`src/rtl/rob_pkg.sv`:
```
package rob_pkg;
    // Outcome of checking one completion request
    typedef struct packed {
        logic apply;
        logic out_of_range;
        logic not_live;
        logic twice;
    } done_chk_t;
endpackage

```
`src/rtl/rob_slot_norm.sv`:
```
module rob_slot_norm #(
    parameter int DEPTH = 8,
    parameter int UOP_W = 4,
    parameter int CNT_W = 4
) (
    input  logic [UOP_W-1:0] uops_i,
    output logic [CNT_W-1:0] slots_o
);
    logic [31:0] wide;

    always_comb begin
        wide = 32'(uops_i);
        if (wide == 32'd0) begin
            slots_o = CNT_W'(1);
        end else if (wide > 32'(DEPTH)) begin
            slots_o = CNT_W'(DEPTH);
        end else begin
            slots_o = CNT_W'(wide);
        end
    end
endmodule

```
`src/rtl/rob_done_check.sv`:
```
module rob_done_check
    import rob_pkg::*;
#(
    parameter int DEPTH = 8,
    parameter int PTR_W = 3,
    parameter int TOK_W = 4
) (
    input  logic             valid_i,
    input  logic [TOK_W-1:0] token_i,
    input  logic [DEPTH-1:0] live_i,
    input  logic [DEPTH-1:0] exec_i,
    output done_chk_t        chk_o,
    output logic [PTR_W-1:0] idx_o
);
    logic in_range;
    logic hit_live;
    logic hit_exec;

    always_comb begin
        in_range = 32'(token_i) < 32'(DEPTH);
        hit_live = 1'b0;
        hit_exec = 1'b0;
        for (int i = 0; i < DEPTH; i++) begin
            if (token_i == TOK_W'(i)) begin
                hit_live = live_i[i];
                hit_exec = exec_i[i];
            end
        end
        chk_o.out_of_range = valid_i && !in_range;
        chk_o.not_live     = valid_i && in_range && !hit_live;
        chk_o.twice        = valid_i && in_range && hit_live && hit_exec;
        chk_o.apply        = valid_i && in_range && hit_live && !hit_exec;
        idx_o              = PTR_W'(token_i);
    end
endmodule

```
`src/rtl/rob_retire_walk.sv`:
```
module rob_retire_walk #(
    parameter int DEPTH = 8,
    parameter int PTR_W = 3,
    parameter int CNT_W = 4,
    parameter int LIMIT = 2
) (
    input  logic [PTR_W-1:0]            head_i,
    input  logic [DEPTH-1:0]            live_i,
    input  logic [DEPTH-1:0]            exec_i,
    input  logic [DEPTH-1:0][CNT_W-1:0] slots_i,
    output logic [PTR_W-1:0]            head_o,
    output logic [CNT_W-1:0]            freed_o,
    output logic [CNT_W-1:0]            count_o,
    output logic [DEPTH-1:0]            clear_o
);
    localparam int LIM_EFF = (LIMIT == 0 || LIMIT > DEPTH) ? DEPTH : LIMIT;

    logic [PTR_W-1:0] h;
    logic [CNT_W:0]   nxt;
    logic             go;

    always_comb begin
        h       = head_i;
        freed_o = '0;
        count_o = '0;
        clear_o = '0;
        go      = 1'b1;
        nxt     = '0;
        for (int k = 0; k < DEPTH; k++) begin
            if (go && (count_o < CNT_W'(LIM_EFF)) && live_i[h] && !clear_o[h] && exec_i[h]) begin
                clear_o[h] = 1'b1;
                freed_o    = freed_o + slots_i[h];
                count_o    = count_o + 1'b1;
                nxt        = (CNT_W+1)'(h) + (CNT_W+1)'(slots_i[h]);
                if (nxt >= (CNT_W+1)'(DEPTH)) begin
                    nxt = nxt - (CNT_W+1)'(DEPTH);
                end
                h = PTR_W'(nxt);
            end else begin
                go = 1'b0;
            end
        end
        head_o = h;
    end
endmodule

```
`src/rtl/rob_retire_ctrl.sv`:
```
module rob_retire_ctrl
    import rob_pkg::*;
#(
    parameter int DEPTH      = 8,
    parameter int TAG_W      = 4,
    parameter int UOP_W      = 4,
    parameter int RETIRE_MAX = 2,
    localparam int PTR_W     = (DEPTH > 1) ? $clog2(DEPTH) : 1,
    localparam int CNT_W     = $clog2(DEPTH + 1),
    localparam int TOK_W     = PTR_W + 1
) (
    input  logic             clk_i,
    input  logic             rst_ni,
    input  logic             rsv_valid_i,
    input  logic [UOP_W-1:0] rsv_uops_i,
    input  logic [TAG_W-1:0] rsv_tag_i,
    output logic [PTR_W-1:0] rsv_token_o,
    input  logic             done_valid_i,
    input  logic [TOK_W-1:0] done_token_i,
    output logic [CNT_W-1:0] free_o,
    output logic             head_valid_o,
    output logic             head_done_o,
    output logic [TAG_W-1:0] head_tag_o,
    output logic [PTR_W-1:0] head_token_o,
    output logic [CNT_W-1:0] retire_cnt_o,
    output logic             err_oversub_o,
    output logic             err_range_o,
    output logic             err_unalloc_o,
    output logic             err_double_o
);
    typedef struct packed {
        logic [PTR_W-1:0]            alloc;
        logic [PTR_W-1:0]            head;
        logic [CNT_W-1:0]            free;
        logic [DEPTH-1:0]            live;
        logic [DEPTH-1:0]            exec;
        logic [DEPTH-1:0][CNT_W-1:0] slots;
        logic [DEPTH-1:0][TAG_W-1:0] tags;
    } rob_state_t;

    rob_state_t s_q, s_d;

    logic [CNT_W-1:0] norm_slots;
    done_chk_t        chk;
    logic [PTR_W-1:0] chk_idx;
    logic [PTR_W-1:0] walk_head;
    logic [CNT_W-1:0] walk_freed;
    logic [CNT_W-1:0] walk_count;
    logic [DEPTH-1:0] walk_clear;
    logic             accept;
    logic [CNT_W:0]   alloc_sum;
    logic [CNT_W+1:0] free_sum;

    rob_slot_norm #(
        .DEPTH (DEPTH),
        .UOP_W (UOP_W),
        .CNT_W (CNT_W)
    ) u_norm (
        .uops_i  (rsv_uops_i),
        .slots_o (norm_slots)
    );

    rob_done_check #(
        .DEPTH (DEPTH),
        .PTR_W (PTR_W),
        .TOK_W (TOK_W)
    ) u_done (
        .valid_i (done_valid_i),
        .token_i (done_token_i),
        .live_i  (s_q.live),
        .exec_i  (s_q.exec),
        .chk_o   (chk),
        .idx_o   (chk_idx)
    );

    rob_retire_walk #(
        .DEPTH (DEPTH),
        .PTR_W (PTR_W),
        .CNT_W (CNT_W),
        .LIMIT (RETIRE_MAX)
    ) u_walk (
        .head_i  (s_q.head),
        .live_i  (s_q.live),
        .exec_i  (s_q.exec),
        .slots_i (s_q.slots),
        .head_o  (walk_head),
        .freed_o (walk_freed),
        .count_o (walk_count),
        .clear_o (walk_clear)
    );

    always_comb begin
        s_d       = s_q;
        accept    = rsv_valid_i && (s_q.free >= norm_slots);
        alloc_sum = (CNT_W+1)'(s_q.alloc) + (CNT_W+1)'(norm_slots);
        if (alloc_sum >= (CNT_W+1)'(DEPTH)) begin
            alloc_sum = alloc_sum - (CNT_W+1)'(DEPTH);
        end

        // retirement frees entries that were executed at cycle start
        s_d.live = s_q.live & ~walk_clear;
        s_d.exec = s_q.exec & ~walk_clear;
        s_d.head = walk_head;

        if (accept) begin
            s_d.live[s_q.alloc]  = 1'b1;
            s_d.exec[s_q.alloc]  = 1'b0;
            s_d.slots[s_q.alloc] = norm_slots;
            s_d.tags[s_q.alloc]  = rsv_tag_i;
            s_d.alloc            = PTR_W'(alloc_sum);
        end

        if (chk.apply) begin
            s_d.exec[chk_idx] = 1'b1;
        end

        free_sum = (CNT_W+2)'(s_q.free) + (CNT_W+2)'(walk_freed)
                 - (accept ? (CNT_W+2)'(norm_slots) : '0);
        s_d.free = CNT_W'(free_sum);
    end

    always_ff @(posedge clk_i or negedge rst_ni) begin
        if (!rst_ni) begin
            s_q       <= '0;
            s_q.free  <= CNT_W'(DEPTH);
        end else begin
            s_q <= s_d;
        end
    end

    assign rsv_token_o   = s_q.alloc;
    assign free_o        = s_q.free;
    assign head_valid_o  = s_q.live[s_q.head];
    assign head_done_o   = s_q.live[s_q.head] && s_q.exec[s_q.head];
    assign head_tag_o    = s_q.tags[s_q.head];
    assign head_token_o  = s_q.head;
    assign retire_cnt_o  = walk_count;
    assign err_oversub_o = rsv_valid_i && !accept;
    assign err_range_o   = chk.out_of_range;
    assign err_unalloc_o = chk.not_live;
    assign err_double_o  = chk.twice;
endmodule

```
`config.mk`:
```
export PLATFORM = sky130hd
export DESIGN_NAME = rob_retire_ctrl
export DESIGN_NICKNAME = d
export VERILOG_FILES = /design/src/rtl/rob_pkg.sv /design/src/rtl/rob_slot_norm.sv /design/src/rtl/rob_done_check.sv /design/src/rtl/rob_retire_walk.sv /design/src/rtl/rob_retire_ctrl.sv
export SDC_FILE = /design/constraint.sdc
export NUM_CORES = 1
export LEC_CHECK = 0
export ABC_CLOCK_PERIOD_IN_PS = 9100
export CAP_MARGIN = 20
export CORE_ASPECT_RATIO = 0.7
export CORE_MARGIN = 3
export CORE_UTILIZATION = 55
export CTS_CLUSTER_DIAMETER = 80
export CTS_CLUSTER_SIZE = 25
export DETAILED_ROUTE_END_ITERATION = 7
export DONT_BUFFER_PORTS = 1
export PLACE_DENSITY = 0.74
export SLEW_MARGIN = 20
export SYNTH_ARGS = -nofsm -noshare
export SYNTH_HDL_FRONTEND = slang
export SYNTH_SLANG_ARGS = --single-unit
```
`constraint.sdc`:
```
create_clock -name clk_i -period 9.1 [get_ports clk_i]
set_input_delay 1.82 -clock clk_i [delete_from_list [all_inputs] [get_ports clk_i]]
set_output_delay 1.82 -clock clk_i [all_outputs]
set_load 0.02 [all_outputs]
```
==> run summary, run 1 <==
status -> completed
I/O Pins -> 40
CTS Root Cell -> clkbuf_16
Die Wd -> 129 um
NumNets Final -> 586
final setup TNS -> 0 ns
slew margin rel. -> 33.3%
Post-CTS Setup Bufs -> 0
cell count after synthesis -> 573
Max clock buf depth -> 2
Reg clk slew, reported paths -> 0.07 ns
nature of the critical path startpoint -> flip-flop
Core Area -> 9980 um2
EDFF count, synth -> 0
most used flip-flop cell after synthesis -> dfrtp_1
DR iter-0 viols -> 532
Final setup viols -> 0
effective utilization at floorplan -> 58.0%
Worst Clk Skew -> 0.00859 ns
HPWL after DPL -> 10900 um
Worst-Skew Late Latency -> 0.35 ns
RSZ-0062 raised after global routing -> false
largest net degree at the start of global routing -> 91
most used routing layer -> met1
worst slew pin tran -> 0.998 ns
Async SR Flop Fraction -> 100%
Synth Cell Area -> 5790 um2
placed insts -> 665
Period Utilization, post-route -> 78.9%
post-synth top area cell -> dfrtp_1
Die ar. -> 11800 um2
met2 Use GR -> 38.1%
top cell type's share of synthesized area -> 38.5%
Synth area leaders -> dfrtp_1 (38%), mux2_2 (9.7%), mux4_2 (5.4%)
area grow syn2layout -> 5.27%
Via density -> 6.72
# rows -> 30
yosys warns -> 0
Pre-antenna DRT Iters -> 7
CTS Hold Buffers Added -> 0
CTS Buf Count -> 9
Netlist cell types -> 69
Leak -> 2.65 nW
overall die height -> 91.9 um
Register Area -> 2250 um2
layout cell share with drive strength beyond 1 -> 18.4%
endpoints failing hold -> 0
max-slew violation count -> 0
Post-CTS Resized -> 0
Worst Path Arrival -> 7.45 ns
post-synthesis sequential area ratio -> 38.9%
Post-DRT Antenna Nets -> 0
clock sink count -> 90
Max IR drop VDD -> 0.196 mV
area taken by multi-input logic gates -> 3210 um2
crit path capture type -> flip-flop
initial antenna violation count -> 0
Max-Cap Viols -> 0
first-pass GRT wire length -> 24300 um
FMAX -> 139 MHz
CP Max Fanout -> 31
port buffer count -> 0
vias in the first global route -> 4427
H-tree Lvls -> 3
GP Congestion -> 0.956
ANT cells -> 0
met1 GRT Util -> 39.2%
fillers -> 810
Hold WC Path Type -> reg -> reg
met3 Track Usage GR -> 8.73%
drt drc -> 0
drt wl/cell -> 22.9 um
GRT Util Overall -> 26.9%
Vias -> 4575
final cell count without fillers -> 681
synthesis-stage register bit count -> 90
CTS tree -> done
pwr dens -> 395 nW/um2
min cycle time layout -> 7.18 ns
Post-Synthesis Mean Instance Area -> 10.1 um2
drt total wl -> 15600 um
Remaining Overflow, GRT -> 0
kind of critical path -> reg -> reg
Req. time, crit path -> 9.37 ns
report_power, final:
part / switching (mW) / total (mW) / leakage, nW / internal, mW
Sequential: 0.196 / 0.777 / 1.12 / 0.581
Clock: 0.170 / 0.388 / 0.154 / 0.218
Combinational: 0.708 / 1.24 / 1.38 / 0.532
through the flow:
stage / hold slack [ns] / util (%) / power [mW] / area (um2) / worst slack [ns]
after global routing: 0.516 / 61.1 / 2.55 / 6100 / 1.40
after floorplan: 0.465 / - / 1.72 / 5800 / 2.63
after CTS: 0.508 / 61.1 / 2.38 / 6100 / 1.98
final: 0.507 / 61.1 / 2.41 / 6100 / 1.92
after detailed placement: 0.492 / 57.9 / 1.99 / 5790 / 2.04
after global placement: 0.484 / 57.9 / 1.93 / 5790 / 2.51
placed cells by master, fill, tap and decap left out, types with 3 or more instances in the layout:
cell type	instances
a21o_1	5
a21oi_1	11
a22oi_1	7
a2bb2oi_1	3
a31oi_1	8
a32o_1	3
and2_1	5
and3_1	3
buf_4	6
clkbuf_16	9
dfrtp_1	88
fa_1	7
ha_1	15
inv_1	28
inv_6	3
mux2_2	50
mux2i_1	23
mux4_2	14
nand2_1	79
nand2b_1	6
nand3_1	11
nor2_1	23
nor2b_1	4
nor3_1	10
o21ai_0	41
o21bai_1	3
o22ai_1	12
o311ai_0	3
o31ai_1	3
o32ai_1	4
xnor2_1	16
synthesized netlist by cell type, types with 12 or more instances:
| master | instances |
|---|---|
| dfrtp_1 | 89 |
| nand2_1 | 79 |
| mux2_2 | 50 |
| o21ai_0 | 41 |
| inv_1 | 28 |
| clkbuf_1 | 24 |
| mux2i_1 | 23 |
| nor2_1 | 23 |
| xnor2_1 | 16 |
| ha_1 | 15 |
| buf_4 | 14 |
| mux4_2 | 14 |
| o22ai_1 | 12 |
worst max-delay path, cell delays in order (launching register included):
cell and delay, ns:
dfrtp_2 0.90, inv_1 0.39, a31oi_1 0.26, nor2_1 0.06, a221oi_1 0.40, fa_1 0.32
xnor2_1 0.10, xnor2_1 0.70, nand2_1 0.22, o21ai_1 0.49, a22oi_1 0.16, and3_1 0.22
a31oi_1 0.22, ha_1 0.21, inv_1 0.06, fa_1 0.42, mux2i_1 0.19, fa_1 0.48
ha_1 0.33, a21o_1 0.18, a21oi_1 0.17, xnor2_1 0.15, xnor2_1 0.16, xnor2_1 0.16
xnor2_1 0.14
final timing paths:
path / startpoint / end / slack, ns / cells past startpoint
setup reg to reg: head_token_o[0] / free_o[3] / 1.92 / 24
min in group asynchronous: rst_ni / async pin / 1.16 / 0
hold / removal: flip-flop / flip-flop / 0.51 / 1
max in group asynchronous: rst_ni / free_o[3] / 7.76 / 0
hold reg to reg: flip-flop / flip-flop / 0.51 / 1
setup / recovery: head_token_o[0] / free_o[3] / 1.92 / 24
logic make-up (layout without fill, tap and decap cells):
logic type               count (synthesis)  after routing  synth area share [%]
other                                    1              2                0.0647
AO/OA/AOI/OAI                          128            128                  15.4
multiplexers                            88             88                  19.4
AND/OR/NAND/NOR                        154            154                  12.2
buffers and inverters                   74             53                  5.94
adder cells (fa/ha/maj)                 22             22                  5.66
XOR/XNOR                                16             16                  2.42
flip-flops                              90             90                  38.9
routing by layer:
metal	vias up	wire length (um)	part of all wire [%]
li1	2006	-	-
met1	2303	6760	43
met2	242	6880	44
met3	24	1710	11
met4	0	248	1.6
met5	-	0	0
layout make-up:
class,instances,share of cell area [%]
Clock buffer,9,3.69
Clock inverter,7,1.42
Inverter,31,1.95
Multi-Input combinational cell,410,52.6
Sequential cell,90,37.0
Tap cell,128,2.63
Timing Repair Buffer,6,0.739
(Power assumes the default switching activity.)
==> run 2, diff against run 1 <==
Settings changed: ABC_CLOCK_PERIOD_IN_PS 9100 to 6350, PLACE_DENSITY 0.74 to 0.77.
Clock period 9.1 ns to 6.35 ns, I/O delays scaled along.
==> run summary, run 2 (synthesized netlist as in run 1, its figures left out) <==
final setup TNS -> 0 ns (unchanged)
ANT cells -> 0 (unchanged)
Max IR drop VDD -> 0.302 mV (+54%)
min cycle time layout -> 5.95 ns (-1.24 ns)
r2r worst-path depth -> 24 (unchanged)
clock sink count -> 90 (unchanged)
Worst R2R End -> free_o[3]
commonest non-fill, non-tap cell in the layout -> dfrtp_1
I/O Pins -> 40 (unchanged)
Post-DRT Antenna Nets -> 0 (unchanged)
max-slew violation count -> 0 (unchanged)
port buffer count -> 0 (unchanged)
nature of the critical path startpoint -> flip-flop
initial antenna violation count -> 0 (unchanged)
layout cell share with drive strength beyond 1 -> 21.0% (+2.5 points)
kind of critical path -> reg -> reg
met3 Track Usage GR -> 7.80% (-0.93 points)
Hold WC Path Type -> reg -> reg
Critical Path Start -> head_token_o[0]
Buffers & Inverters on Critical Path -> 2 (unchanged)
Remaining Overflow, GRT -> 0 (unchanged)
Die Wd -> 129 um (unchanged)
vias in the first global route -> 4455 (+0.63%)
R2R Setup Slk -> 0.40 ns (-1.51 ns)
Critical Path End -> free_o[3]
CTS Buf Count -> 9 (unchanged)
Post-CTS Setup Bufs -> 0 (unchanged)
met1 GRT Util -> 41.3% (+2.1 points)
GP Congestion -> 1.05 (+9.8%)
drt wl/cell -> 22.3 um (-2.8%)
NumNets Final -> 600 (+2.4%)
area taken by multi-input logic gates -> 3220 um2 (+0.43%)
GRT Util Overall -> 27.5% (+0.62 points)
met2 Use GR -> 39.0% (+0.91 points)
Period Utilization, post-route -> 93.6% (+15 points)
drt total wl -> 15500 um (-0.81%)
DR iter-0 viols -> 465 (-13%)
Slowest-stage cell, CP -> fa_1
H-tree Lvls -> 3 (unchanged)
# rows -> 30 (unchanged)
CTS Hold Buffers Added -> 0 (unchanged)
placed insts -> 679 (+2.1%)
cells along the critical path -> mux2i_1 > nor2_1 > a31oi_1 > nor2_1 > a221oi_1 > fa_1 > inv_1 > nand2_1 > o22ai_1 > a22oi_1 > and3_1 > a31oi_1 > ha_1 > inv_1 > fa_1 > mux2i_1 > fa_1 > ha_1 > a21o_1 > a21oi_1 > xnor2_1 > xnor2_1 > xnor2_1 > xnor2_1
Worst-Skew Late Latency -> 0.35 ns (about the same)
Die ar. -> 11800 um2 (unchanged)
overall die height -> 91.9 um (unchanged)
Via density -> 6.48 (-3.5%)
Max-Cap Viols -> 0 (unchanged)
Max clock buf depth -> 2 (unchanged)
Crit Reg-Reg Startpoint -> head_token_o[0]
Core Area -> 9980 um2 (unchanged)
largest net degree at the start of global routing -> 91 (unchanged)
Final setup viols -> 0 (unchanged)
effective utilization at floorplan -> 58.0% (unchanged)
Register Area -> 2260 um2 (about the same)
most frequent CP cell -> xnor2_1
fillers -> 826 (+2.0%)
area grow syn2layout -> 7.02%
Leak -> 2.71 nW (+2.4%)
endpoints failing hold -> 0 (unchanged)
HPWL after DPL -> 11100 um (+1.9%)
final cell count without fillers -> 695 (+2.1%)
CP max stage delay -> 0.62 ns (-0.28 ns)
Reg clk slew, reported paths -> 0.07 ns (about the same)
slew margin rel. -> 39.5% (+6.2 points)
CP Depth -> 24 (unchanged)
Worst Clk Skew -> 0.00737 ns (-0.00121 ns)
crit-path leading delay family -> adder cells
Pre-antenna DRT Iters -> 5 (-2)
drt drc -> 0 (unchanged)
FMAX -> 168 MHz (+21%)
crit path capture type -> flip-flop
CTS Root Cell -> clkbuf_16
CTS tree -> done
Worst Path Arrival -> 6.22 ns (-1.23 ns)
first-pass GRT wire length -> 24900 um (+2.6%)
pwr dens -> 557 nW/um2 (+41%)
Pwr Total -> 3.45 mW (+43%)
Req. time, crit path -> 6.62 ns (-2.75 ns)
status -> completed
worst slew pin tran -> 0.901 ns (-0.0968 ns)
most frequent cells in the layout -> dfrtp_1 (87), nand2_1 (79), mux2_2 (50)
Vias -> 4504 (-1.6%)
Post-CTS Resized -> 0 (unchanged)
most used routing layer -> met1
CP Max Fanout -> 10 (-68%)
run 2: metrics by stage:
stage | setup WS (ns) | hold slack, ns | util (%) | area [um2]
global route | -0.000530 | 0.525 | 62.1 | 6200
floorplan | 0.0319 | 0.465 | - | 5800
global placement | 0.530 | 0.481 | 59.0 | 5890
finish | 0.404 | 0.505 | 62.1 | 6200
detailed placement | 0.343 | 0.491 | 59.0 | 5890
CTS | 0.238 | 0.509 | 61.9 | 6180
run 2: area by class of cell:
class	instances	area share [%]
clock buffers	10	3.86
multi-input cells	410	52.0
repair buffers	20	2.42
clock inverters	6	0.868
flip-flops and latches	90	36.4
inverters	31	1.92
well taps	128	2.58
run 2: routing by layer:
metal	part of all wire (%)	up-vias
li1	-	2036
met1	45	2248
met2	43	200
met3	10	17
met4	1.3	3
met5	0.43	-
run 2: worst min-delay path by stage:
stage,to,from,depth (start not counted)
global route,flip-flop,flip-flop,1
finish,flip-flop,flip-flop,1
floorplan,flip-flop,flip-flop,2
CTS,flip-flop,flip-flop,1
global placement,flip-flop,flip-flop,1
detailed placement,flip-flop,flip-flop,1
run 2: power by group:
| part | switching, mW | internal, mW |
|---|---|---|
| Clock | 0.246 | 0.285 |
| Combinational | 0.976 | 0.812 |
| Sequential | 0.299 | 0.833 |
| Total | 1.52 | 1.93 |
run 2: worst register-to-register path: cells and delay by family, from the launching register on:
kind	cells	cell delay, ns
multiplexers	2	0.41
adder cells (fa/ha/maj)	5	2.05
buffers and inverters	2	0.26
flip-flops	1	0.55
AND/OR/NAND/NOR	4	0.42
XOR/XNOR	4	0.65
AO/OA/AOI/OAI	7	1.55
==> run 3, diff against run 2 <==
Settings changed: ABC_CLOCK_PERIOD_IN_PS 6350 to 7550, PLACE_DENSITY 0.77 to 0.74.
Clock period 6.35 ns to 7.55 ns, I/O delays scaled along.
==> run summary, run 3 (synthesized netlist as in run 1, its figures left out) <==
Max-Cap Viols -> 0 (unchanged)
Comb power frac -> 50.3% (-1.5 points)
cells along the critical path -> inv_1 > a31oi_1 > nor2_1 > a221oi_1 > fa_1 > xnor2_1 > xnor2_1 > nand2_1 > o21ai_1 > a22oi_1 > and3_1 > a31oi_1 > ha_1 > inv_1 > fa_1 > mux2i_1 > fa_1 > ha_1 > a21o_1 > a21oi_1 > xnor2_1 > xnor2_1 > xnor2_1 > xnor2_1
drt total wl -> 15900 um (+3.0%)
slew margin rel. -> 36.6% (-2.9 points)
met3 Track Usage GR -> 10.1% (+2.3 points)
Period Utilization, post-route -> 89.9% (-3.8 points)
Register Area -> 2250 um2 (about the same)
ANT cells -> 0 (unchanged)
Clk pwr share -> 16.7% (+1.3 points)
Buffers & Inverters on Critical Path -> 2 (unchanged)
clock sink count -> 90 (unchanged)
first-pass GRT wire length -> 25400 um (+1.6%)
Remaining Overflow, GRT -> 0 (unchanged)
Via density -> 6.64 (+2.5%)
DR iter-0 viols -> 515 (+11%)
R2R Setup Slk -> 0.77 ns (+0.36 ns)
most used routing layer -> met1
largest net degree at the start of global routing -> 91 (unchanged)
Die Wd -> 129 um (unchanged)
most frequent CP cell -> xnor2_1
Reg clk slew, reported paths -> 0.07 ns (about the same)
Post-DRT Antenna Nets -> 0 (unchanged)
final setup TNS -> 0 ns (unchanged)
Pre-antenna DRT Iters -> 5 (unchanged)
Max IR drop VDD -> 0.244 mV (-19%)
HPWL after DPL -> 11400 um (+2.3%)
layout cell share with drive strength beyond 1 -> 18.6% (-2.4 points)
Post-CTS Resized -> 0 (unchanged)
Worst-Skew Late Latency -> 0.35 ns (about the same)
vias in the first global route -> 4395 (-1.3%)
drt wl/cell -> 23.4 um (+4.9%)
Worst Clk Skew -> 0.00955 ns (+0.00218 ns)
status -> completed
fillers -> 829 (+0.36%)
Reg power frac -> 33.0% (+0.2 points)
met2 Use GR -> 37.8% (-1.2 points)
Final setup viols -> 0 (unchanged)
crit path capture type -> flip-flop
Worst Path Arrival -> 7.06 ns (+0.84 ns)
Int Power -> 1.60 mW (-17%)
CTS Root Cell -> clkbuf_16
Die ar. -> 11800 um2 (unchanged)
Hold WS -> 0.501 ns (-0.00401 ns)
CTS tree -> done
Max clock buf depth -> 2 (unchanged)
Hold WC Path Type -> reg -> reg
H-tree Lvls -> 3 (unchanged)
effective utilization at floorplan -> 58.0% (unchanged)
CP max stage delay -> 0.70 ns (+0.08 ns)
GP Congestion -> 0.991 (-5.6%)
nature of the critical path startpoint -> flip-flop
overall die height -> 91.9 um (unchanged)
FMAX -> 147 MHz (-12%)
Slowest-stage cell, CP -> xnor2_1
endpoints failing hold -> 0 (unchanged)
drt drc -> 0 (unchanged)
CP Max Fanout -> 16 (+6)
pwr dens -> 477 nW/um2 (-14%)
max-slew violation count -> 0 (unchanged)
worst slew pin tran -> 0.948 ns (+0.0472 ns)
CTS Buf Count -> 9 (unchanged)
NumNets Final -> 587 (-2.2%)
CTS Hold Buffers Added -> 0 (unchanged)
switching part of the total power -> 45.0% (+0.93 points)
port buffer count -> 0 (unchanged)
RSZ-0062 raised after global routing -> false
Vias -> 4531 (+0.60%)
Psw -> 1.31 mW (-14%)
I/O Pins -> 40 (unchanged)
met1 GRT Util -> 42.6% (+1.3 points)
kind of critical path -> reg -> reg
Leak -> 2.65 nW (-2.2%)
most frequent cells in the layout -> dfrtp_1 (88), nand2_1 (79), mux2_2 (50)
min cycle time layout -> 6.78 ns (+0.838 ns)
# rows -> 30 (unchanged)
area grow syn2layout -> 5.38%
crit-path leading delay family -> compound AO/OA/AOI/OAI gates
area taken by multi-input logic gates -> 3200 um2 (-0.70%)
Req. time, crit path -> 7.83 ns (+1.21 ns)
Core Area -> 9980 um2 (unchanged)
initial antenna violation count -> 0 (unchanged)
commonest non-fill, non-tap cell in the layout -> dfrtp_1
GRT Util Overall -> 28.0% (+0.53 points)
Post-CTS Setup Bufs -> 0 (unchanged)
## run 3: power groups by stage
stage	logic [mW]	registers, mW	clock network [mW]
2_1_floorplan	1.25	0.818	0
3_3_place_gp	1.43	0.952	0
3_5_place_dp	1.43	0.960	0
4_1_cts	1.45	0.952	0.489
5_1_grt	1.60	0.987	0.511
6_report	1.47	0.961	0.485
## run 3: path summary, 6_finish.rpt
| check | startpoint | end | cells past startpoint |
|---|---|---|---|
| min in group asynchronous | rst_ni | free_o[1] | 0 |
| hold / removal | flip-flop | flip-flop | 1 |
| hold reg to reg | flip-flop | flip-flop | 1 |
| setup reg to reg | head_token_o[0] | free_o[3] | 24 |
| max in group asynchronous | rst_ni | head_token_o[0] | 0 |
| setup / recovery | head_token_o[0] | free_o[3] | 24 |
## run 3: stage by stage
step | utilization (%) | power [mW] | std cells | setup WS, ns | area (um2)
6_report | 61.1 | 2.91 | 682 | 0.766 | 6100
5_1_grt | 61.1 | 3.10 | 682 | 0.207 | 6100
4_1_cts | 61.1 | 2.89 | 682 | 0.830 | 6100
3_5_place_dp | 57.9 | 2.39 | 666 | 0.838 | 5780
3_3_place_gp | 57.9 | 2.38 | 666 | 1.24 | 5780
2_1_floorplan | - | 2.07 | 574 | 1.08 | 5800
## run 3: worst register-to-register path, cell delays in order (launching register included)
cell	delay, ns
dfrtp_2	0.61
inv_1	0.27
a31oi_1	0.22
nor2_1	0.05
a221oi_1	0.41
fa_1	0.32
xnor2_1	0.10
xnor2_1	0.70
nand2_1	0.19
o21ai_1	0.54
a22oi_1	0.18
and3_1	0.21
a31oi_1	0.23
ha_1	0.23
inv_1	0.06
fa_1	0.42
mux2i_1	0.20
fa_1	0.47
ha_1	0.30
a21o_1	0.17
a21oi_1	0.18
xnor2_1	0.15
xnor2_1	0.17
xnor2_1	0.16
xnor2_1	0.14
## run 3: per-layer routing
| metal | vias up | wire length, um | share of wire [%] |
|---|---|---|---|
| li1 | 2011 | - | - |
| met1 | 2240 | 7140 | 45 |
| met2 | 256 | 6610 | 41 |
| met3 | 24 | 1930 | 12 |
| met4 | 0 | 247 | 1.6 |
| met5 | - | 0 | 0 |
## run 3: layout make-up
cell class	count	area share, %
flip-flops and latches	90	36.9
multi-input cells	410	52.4
well taps	128	2.62
clock buffers	9	3.69
repair buffers	7	0.861
inverters	31	1.95
clock inverters	7	1.54
